$ cat config.mk
export PLATFORM = sky130hd
export DESIGN_NAME = axi_reg_bridge
export DESIGN_NICKNAME = d
export VERILOG_FILES = /design/src/rtl/axib_pkg.sv /design/src/rtl/axib_regs.sv /design/src/rtl/axib_master.sv /design/src/rtl/axi_reg_bridge.sv
export SDC_FILE = /design/constraint.sdc
export NUM_CORES = 1
export LEC_CHECK = 0
export BUFFER_PORTS_ARGS = -buffer_cell sky130_fd_sc_hd__buf_2
export CORE_UTILIZATION = 49
export CTS_BUF_LIST = sky130_fd_sc_hd__clkbuf_4 sky130_fd_sc_hd__clkbuf_8 sky130_fd_sc_hd__clkbuf_16
export DETAILED_ROUTE_END_ITERATION = 6
export GPL_ROUTABILITY_DRIVEN = 0
export GPL_TIMING_DRIVEN = 1
export PLACE_DENSITY = 0.72
export SETUP_SLACK_MARGIN = 0.4
export SLEW_MARGIN = 20
export SYNTH_ARGS = -nofsm -noshare
export SYNTH_HDL_FRONTEND = slang
export SYNTH_HIERARCHICAL = 1
export SYNTH_SLANG_ARGS = --single-unit
$ cat constraint.sdc
create_clock -name clk -period 7.7 [get_ports clk]
set_input_delay 0.77 -clock clk [delete_from_list [all_inputs] [get_ports clk]]
set_output_delay 0.77 -clock clk [all_outputs]
set_load 0.01 [all_outputs]
$ cat src/rtl/axib_pkg.sv
package axib_pkg;
    localparam int HALF_W = 16;
    localparam int WORD_W = 32;
    localparam int EV_W   = 5;

    // event vector index, mapped onto status bits 15:11
    localparam int EV_RD  = 4;
    localparam int EV_WR  = 3;
    localparam int EV_TMO = 2;
    localparam int EV_ERR = 1;
    localparam int EV_IRQ = 0;

    typedef enum logic [2:0] {
        OFF_STAT    = 3'd0,
        OFF_CTRL    = 3'd1,
        OFF_ADDR_LO = 3'd2,
        OFF_ADDR_HI = 3'd3,
        OFF_WDAT_LO = 3'd4,
        OFF_WDAT_HI = 3'd5,
        OFF_RDAT_LO = 3'd6,
        OFF_RDAT_HI = 3'd7
    } reg_off_e;

    typedef enum logic [1:0] {
        END_RD_OK,
        END_WR_OK,
        END_ERR,
        END_TMO
    } end_kind_e;

    typedef struct packed {
        logic              is_read;
        logic              post_inc;
        logic [WORD_W-1:0] addr;
        logic [WORD_W-1:0] wdata;
    } xfer_req_t;

    typedef struct packed {
        logic              valid;
        end_kind_e         kind;
        logic [WORD_W-1:0] rdata;
    } xfer_end_t;

    // codes 0x8..0xB start a transfer; bit 1 selects read, bit 0 post-increment
    function automatic logic cmd_starts(input logic [3:0] code);
        return code[3:2] == 2'b10;
    endfunction

    function automatic logic resp_is_error(input logic [1:0] resp);
        return resp[1];
    endfunction
endpackage

$ cat src/rtl/axib_regs.sv
module axib_regs
    import axib_pkg::*;
#(
    parameter int INIT_CYCLES = 16
) (
    input  logic              clk,
    input  logic              rst,
    input  logic              host_we,
    input  logic [2:0]        host_addr,
    input  logic [HALF_W-1:0] host_wdata,
    output logic [HALF_W-1:0] host_rdata,
    input  xfer_end_t         fin,
    input  logic              ext_irq,
    output logic              start,
    output xfer_req_t         req,
    output logic              busy,
    output logic              irq
);
    localparam int INIT_W = $clog2(INIT_CYCLES + 1);

    logic [EV_W-1:0]   ev_q, en_q, ev_set, ev_clr;
    logic [WORD_W-1:0] addr_q, wdat_q, rdat_q;
    logic              rd_avail_q, inc_q, init_q, ok_end;
    logic [INIT_W-1:0] init_cnt;
    reg_off_e          off;

    assign off = reg_off_e'(host_addr);

    always_comb begin
        ev_set          = '0;
        ev_set[EV_IRQ]  = ext_irq;
        if (fin.valid) begin
            case (fin.kind)
                END_RD_OK: ev_set[EV_RD]  = 1'b1;
                END_WR_OK: ev_set[EV_WR]  = 1'b1;
                END_ERR:   ev_set[EV_ERR] = 1'b1;
                default:   ev_set[EV_TMO] = 1'b1;
            endcase
        end
    end

    assign ev_clr = (host_we && off == OFF_STAT) ? host_wdata[15:11] : '0;
    assign start  = host_we && off == OFF_CTRL && cmd_starts(host_wdata[3:0]) && !busy;
    assign ok_end = fin.valid && (fin.kind == END_RD_OK || fin.kind == END_WR_OK);

    assign req.is_read  = host_wdata[1];
    assign req.post_inc = host_wdata[0];
    assign req.addr     = addr_q;
    assign req.wdata    = wdat_q;

    always_ff @(posedge clk) begin
        if (rst) begin
            ev_q       <= '0;
            en_q       <= '0;
            addr_q     <= '0;
            wdat_q     <= '0;
            rdat_q     <= '0;
            rd_avail_q <= 1'b0;
            inc_q      <= 1'b0;
            busy       <= 1'b0;
            init_q     <= 1'b0;
            init_cnt   <= '0;
        end else begin
            // a new event wins over a clear in the same cycle
            ev_q <= (ev_q & ~ev_clr) | ev_set;

            if (!init_q) begin
                if (init_cnt == INIT_W'(INIT_CYCLES - 1)) init_q <= 1'b1;
                else                                      init_cnt <= init_cnt + 1'b1;
            end

            if (start) begin
                busy       <= 1'b1;
                inc_q      <= host_wdata[0];
                rd_avail_q <= 1'b0;
            end else if (fin.valid) begin
                busy <= 1'b0;
            end

            if (fin.valid && fin.kind == END_RD_OK) begin
                rdat_q     <= fin.rdata;
                rd_avail_q <= 1'b1;
            end

            if (ok_end && inc_q) addr_q <= addr_q + WORD_W'(4);

            // host writes are placed last so they override the increment
            if (host_we) begin
                case (off)
                    OFF_CTRL:    en_q          <= host_wdata[15:11];
                    OFF_ADDR_LO: addr_q[15:0]  <= host_wdata;
                    OFF_ADDR_HI: addr_q[31:16] <= host_wdata;
                    OFF_WDAT_LO: wdat_q[15:0]  <= host_wdata;
                    OFF_WDAT_HI: wdat_q[31:16] <= host_wdata;
                    default: ;
                endcase
            end
        end
    end

    always_comb begin
        case (off)
            OFF_STAT:    host_rdata = {ev_q, 3'b000, rd_avail_q, busy, init_q, 5'b00000};
            OFF_CTRL:    host_rdata = {en_q, 11'd0};
            OFF_ADDR_LO: host_rdata = addr_q[15:0];
            OFF_ADDR_HI: host_rdata = addr_q[31:16];
            OFF_WDAT_LO: host_rdata = wdat_q[15:0];
            OFF_WDAT_HI: host_rdata = wdat_q[31:16];
            OFF_RDAT_LO: host_rdata = rdat_q[15:0];
            default:     host_rdata = rdat_q[31:16];
        endcase
    end

    assign irq = |(ev_q & en_q);
endmodule

$ cat src/rtl/axib_master.sv
module axib_master
    import axib_pkg::*;
#(
    parameter int TIMEOUT_CYCLES = 1024
) (
    input  logic              clk,
    input  logic              rst,
    input  logic              start,
    input  xfer_req_t         req,
    output xfer_end_t         fin,
    output logic              tmo,
    output logic [WORD_W-1:0] awaddr,
    output logic              awvalid,
    input  logic              awready,
    output logic [WORD_W-1:0] wdata,
    output logic [3:0]        wstrb,
    output logic              wvalid,
    input  logic              wready,
    input  logic [1:0]        bresp,
    input  logic              bvalid,
    output logic              bready,
    output logic [WORD_W-1:0] araddr,
    output logic              arvalid,
    input  logic              arready,
    input  logic [WORD_W-1:0] rdata,
    input  logic [1:0]        rresp,
    input  logic              rvalid,
    output logic              rready
);
    localparam int CNT_W = $clog2(TIMEOUT_CYCLES + 1);

    typedef enum logic [2:0] {S_IDLE, S_WADDR, S_WRESP, S_RADDR, S_RDATA} state_e;

    state_e            state;
    logic [WORD_W-1:0] addr_q, wdata_q;
    logic              aw_done, w_done, aw_hs, w_hs, hs;
    logic [CNT_W-1:0]  cnt;

    assign awvalid = state == S_WADDR && !aw_done;
    assign wvalid  = state == S_WADDR && !w_done;
    assign bready  = state == S_WRESP;
    assign arvalid = state == S_RADDR;
    assign rready  = state == S_RDATA;
    assign awaddr  = addr_q;
    assign araddr  = addr_q;
    assign wdata   = wdata_q;
    assign wstrb   = 4'hF;

    assign aw_hs = awvalid && awready;
    assign w_hs  = wvalid && wready;
    assign hs    = aw_hs || w_hs || (bvalid && bready) || (arvalid && arready) || (rvalid && rready);
    assign tmo   = state != S_IDLE && !hs && cnt == CNT_W'(TIMEOUT_CYCLES - 1);

    always_comb begin
        fin.valid = tmo || (state == S_WRESP && bvalid) || (state == S_RDATA && rvalid);
        fin.rdata = rdata;
        if (tmo)                                          fin.kind = END_TMO;
        else if (state == S_WRESP && resp_is_error(bresp)) fin.kind = END_ERR;
        else if (state == S_RDATA && resp_is_error(rresp)) fin.kind = END_ERR;
        else if (state == S_RDATA)                         fin.kind = END_RD_OK;
        else                                               fin.kind = END_WR_OK;
    end

    always_ff @(posedge clk) begin
        if (rst) begin
            state   <= S_IDLE;
            addr_q  <= '0;
            wdata_q <= '0;
            aw_done <= 1'b0;
            w_done  <= 1'b0;
            cnt     <= '0;
        end else if (state == S_IDLE) begin
            if (start) begin
                addr_q  <= req.addr;
                wdata_q <= req.wdata;
                aw_done <= 1'b0;
                w_done  <= 1'b0;
                cnt     <= '0;
                state   <= req.is_read ? S_RADDR : S_WADDR;
            end
        end else if (tmo) begin
            state <= S_IDLE;
        end else begin
            cnt <= hs ? '0 : cnt + 1'b1;
            case (state)
                S_WADDR: begin
                    if (aw_hs) aw_done <= 1'b1;
                    if (w_hs)  w_done  <= 1'b1;
                    if ((aw_done || aw_hs) && (w_done || w_hs)) state <= S_WRESP;
                end
                S_WRESP: if (bvalid)  state <= S_IDLE;
                S_RADDR: if (arready) state <= S_RDATA;
                default: if (rvalid)  state <= S_IDLE;
            endcase
        end
    end
endmodule

$ cat src/rtl/axi_reg_bridge.sv
module axi_reg_bridge
    import axib_pkg::*;
#(
    parameter int INIT_CYCLES    = 16,
    parameter int TIMEOUT_CYCLES = 1024
) (
    input  logic        clk,
    input  logic        rst,
    input  logic        host_we,
    input  logic [2:0]  host_addr,
    input  logic [15:0] host_wdata,
    output logic [15:0] host_rdata,
    output logic        irq,
    input  logic        ext_irq,
    output logic [31:0] m_awaddr,
    output logic        m_awvalid,
    input  logic        m_awready,
    output logic [31:0] m_wdata,
    output logic [3:0]  m_wstrb,
    output logic        m_wvalid,
    input  logic        m_wready,
    input  logic [1:0]  m_bresp,
    input  logic        m_bvalid,
    output logic        m_bready,
    output logic [31:0] m_araddr,
    output logic        m_arvalid,
    input  logic        m_arready,
    input  logic [31:0] m_rdata,
    input  logic [1:0]  m_rresp,
    input  logic        m_rvalid,
    output logic        m_rready
);
    logic      start, busy, tmo;
    xfer_req_t req;
    xfer_end_t fin;

    axib_regs #(.INIT_CYCLES(INIT_CYCLES)) u_regs (
        .clk(clk), .rst(rst), .host_we(host_we), .host_addr(host_addr),
        .host_wdata(host_wdata), .host_rdata(host_rdata), .fin(fin),
        .ext_irq(ext_irq), .start(start), .req(req), .busy(busy), .irq(irq)
    );

    axib_master #(.TIMEOUT_CYCLES(TIMEOUT_CYCLES)) u_master (
        .clk(clk), .rst(rst), .start(start), .req(req), .fin(fin), .tmo(tmo),
        .awaddr(m_awaddr), .awvalid(m_awvalid), .awready(m_awready),
        .wdata(m_wdata), .wstrb(m_wstrb), .wvalid(m_wvalid), .wready(m_wready),
        .bresp(m_bresp), .bvalid(m_bvalid), .bready(m_bready),
        .araddr(m_araddr), .arvalid(m_arvalid), .arready(m_arready),
        .rdata(m_rdata), .rresp(m_rresp), .rvalid(m_rvalid), .rready(m_rready)
    );
endmodule

After elaboration in Yosys (flattened, before gate mapping)
Index checks and enable logic that the tools add are counted.
W data, S select, Z words.
{"block": "totals", "register_bits": 195, "inputBits": 64}
{"block": "op_classes", "n_addsub": 3, "eq_ne": 20, "n_mux": 42, "bitwise": 6, "reduce_logical": 53}
{"op": "$pmux W16 S7", "n": 1}
{"op": "$mux W32", "n": 2}
{"op": "$mux W11", "n": 4}
{"op": "$add A32 B3 Y32 const B", "n": 1}
{"op": "$mux W16", "n": 2}
{"op": "$mux W3", "n": 7}
{"op": "$logic_and A1 B1 Y1", "n": 19}
{"op": "$mux W1", "n": 19}
{"op": "$eq A3 B2 Y1 const B", "n": 4}
{"op": "$eq A3 B3 Y1 const B", "n": 4}
{"op": "$ne A4 B3 Y1 const B", "n": 3}
{"op": "$reduce_and A2 Y1", "n": 6}
{"op": "$add A11 B1 Y11 const B", "n": 1}
{"op": "$eq A11 B10 Y1 const B", "n": 1}
{"op": "$and A5 B5 Y5", "n": 2}
{"op": "$reduce_bool A2 Y1", "n": 5}
{"op": "$logic_or A1 B1 Y1", "n": 9}
{"op": "$pmux W3 S3", "n": 1}
{"op": "$mux W2", "n": 4}
{"op": "$reduce_and A4 Y1", "n": 2}
{"op": "$eq A3 B1 Y1 const B", "n": 2}
{"op": "$logic_not A3 Y1", "n": 2}
{"op": "$reduce_bool A6 Y1", "n": 1}
{"op": "$add A5 B1 Y5 const B", "n": 1}
{"op": "15 further kinds", "n": 21}

Depth between registers and ports, before layout
{"block": "logic_depth", "ltp_word": 18, "depth_mapped": 13, "depth_no_buf": 9}

Cells and area by module
The synthesis kept the hierarchy.
{"mod": "axib_regs", "n_inst": 1, "cells_each": 718, "area_each_um2": 5676.7}
{"mod": "axib_master", "n_inst": 1, "cells_each": 476, "area_each_um2": 3721.1}

Worst setup path after synthesis
Ideal clock, no wire load.
{"block": "synth_path", "path_type": "input port to flip-flop", "from": "input port m_rvalid", "to": "register u_regs.addr_q[16]", "setup_time_ps": 91, "arrival_time_ps": 3118, "required_time_ps": 7609, "path_slack_ps": 4491, "stages": 12, "path_cell_list": "nand2b_1 > a22o_1 > nor4b_2 > buf_6 > buf_6 > a221o_1 > and4b_1 > buf_2 > nand4_1 > clkbuf_1 > or3_1 > a311oi_1"}
{"item": "start: declaration", "line": "axi_reg_bridge.sv:30", "rtl": "input logic m_rvalid,"}
{"item": "end signal: assignment", "line": "axib_regs.sv:85", "rtl": "if (ok_end && inc_q) addr_q <= addr_q + WORD_W'(4);"}
{"item": "end signal: assignment", "line": "axib_regs.sv:92", "rtl": "OFF_ADDR_HI: addr_q[31:16] <= host_wdata;"}
{"item": "end: declaration", "line": "axib_regs.sv:22", "rtl": "logic [WORD_W-1:0] addr_q, wdat_q, rdat_q;"}

==> reports/results.tsv <==
metric	value	unit
RSZ-0062 raised after global routing	false	
DR pass1 iterations	6	
TNS Setup	0	ns
Max-Cap Viols	0	
CP Class	reg -> reg	
Internal Power	1.62	mW
M2 GR Usage	0.392	
boundary pin count	186	
core footprint	0.0188	mm2
FP Rows	50	
GR Util met1	0.374	
wire per inst	17.9	um
Post-CTS Hold Buffers	0	
htree depth	4	
Hold Path Sink	u_master/wdata[17]	
Mapped Cells	1193	
min-delay src	u_master/wdata[17]	
Critical Path Start	u_master/cnt[0]	
P per Cell Area	219	mW/mm2
clock group share of total power	0.406	
pre-CTS setup slack	3.70	ns
Hold Path Class	reg -> reg	
Synth Cell Area	0.00939	mm2
Synth warnings	6	
Reg clk slew, reported paths	0.07	ns
die width	140	um
post-route clock period utilization	0.495	
Avg Cell Area, Syn	7.87	um2
Final Power	2.28	mW
Slew Viols, Final	0	
first-pass GRT wire length	41000	um
Non-Filler Instances	1496	
number of buffers created by CTS	17	
CP Data Arrival Time	4.17	ns
RR Endpoint	u_regs/addr_q[22]	
Peak VDD IR	0.000158	V
fin crit period	3.81	ns
Antenna Nets Post-Route	0	
Slew @ Worst Pin	0.972	ns
CTS tree	done	
gr busiest metal	met2	
Max-Slew Margin vs Limit	0.352	
P_sw	0.656	mW
final instance area	0.0104	mm2
Setup crit start kind	flip-flop	
Switching Share	0.288	
status	complete, no violations	
Critical Path Fanout Max	11	
post_cts resized	0	
Layout Nets	1317	
Initial Utilization	0.500	
setup bufs post-CTS	0	
1st-iter DRT viols	1165	
CTS sink cnt	195	
post-DP HPWL	18500	um
reg2reg setup slack	3.89	ns
final worst slack	3.89	ns
Max Clock Skew	0.0141	ns
Max Clk Rate	262	MHz
DRT Wirelength	26800	um
antenna diode count	0	
placed cell area	0.00978	mm2
FF-to-FF Start	u_master/cnt[0]	
fraction of layout cells with a size suffix above 1	0.198	
GR Overflow Total	0	
via count	8784	
leakage power	3.99	nW
Final setup viols	0	
chip height	140	um
combinational share of power	0.123	
Hold Violations, Final	0	
crit end category	flip-flop	
Port Buffer Count	179	
vias per inst	5.87	
worst-skew pair later-pin latency	0.45	ns
Total GRT Usage	0.269	
largest net degree at the start of global routing	102	
Post-route DRC	0	
Fin Hold WS	0.453	ns
DP Cell Count	1464	
antenna violations before repair	0	
vias in the first global route	7610	
area grow syn2layout	10.8	%
Required @ worst endpoint	8.05	ns
r2r worst-path depth	9	
post-route core utilization	0.554	
clk root buf	clkbuf_16	
hold path cells	2	
part of the power in registers	0.470	
Global Route met3 Usage	0.0646	
die footprint	0.0197	mm2
clk buf depth	2	
[worst max path at each step]
stage                        endpoint  slack (ns)  depth (start not counted)
floorplan           u_regs/addr_q[16]        4.49                         12
global placement    u_regs/addr_q[22]        3.79                          9
global route        u_regs/addr_q[16]        3.56                          9
finish              u_regs/addr_q[22]        3.89                          9
detailed placement  u_regs/addr_q[22]        3.70                          9
CTS                 u_regs/addr_q[22]        3.95                          9
[layout make-up]
type | instances | area, um2
multi-input cells | 835 | 4570
inverters | 13 | 48.8
fillers | 1795 | 8370
clock buffers | 17 | 425
flip-flops and latches | 195 | 3900
clock inverters | 15 | 196
well taps | 234 | 293
repair buffers | 187 | 962
[per-layer routing]
layer | part of all wire | wire length, um | vias up
li1 | - | - | 4218
met1 | 0.44 | 11700 | 4049
met2 | 0.43 | 11600 | 453
met3 | 0.098 | 2620 | 64
met4 | 0.031 | 841 | 0
met5 | 0 | 0 | -
[flip-flops by register name, summed over array words and instances (netlist names), 3 cells and up]
signal and cells:
u_regs/en_q 5, u_regs/addr_q 32, u_master/wdata 32, u_master/state 3, u_master/araddr 32, u_master/cnt 11
u_regs/init_cnt 5, u_regs/wdat_q 32, u_regs/rdat_q 32, u_regs/ev_q 5
[placed cells by master, fill, tap and decap left out, drive strengths merged, types with 8 or more instances in the layout]
master,n
o21ai,25
mux2,14
nor2b,9
inv,19
mux2i,11
and3,11
buf,187
dfxtp,195
o31ai,15
a311oi,22
nor2,78
a22o,8
a211oi,16
or4,15
nor3,9
clkbuf,17
a21oi,160
nand3,19
nand4,18
nand2,291
or3,11
xor2,8
a221oi,10
[power groups by stage]
stage	Sequential (mW)	Clock (mW)	Combinational [mW]
global placement	1.09	0	0.268
global route	1.08	0.982	0.302
detailed placement	1.09	0	0.272
CTS	1.07	0.939	0.275
finish	1.07	0.926	0.281
floorplan	1.07	0	0.212
[worst max-delay path, stage by stage (launching register included)]
cell      delay (ns)
dfxtp_1         0.37
ha_1            0.25
nand3_1         0.13
nor4_1          0.30
nor4b_2         0.55
a221o_1         0.39
and4b_1         0.49
nand4_1         0.46
or4_1           0.54
a311oi_1        0.25
(Power assumes the default switching activity.)
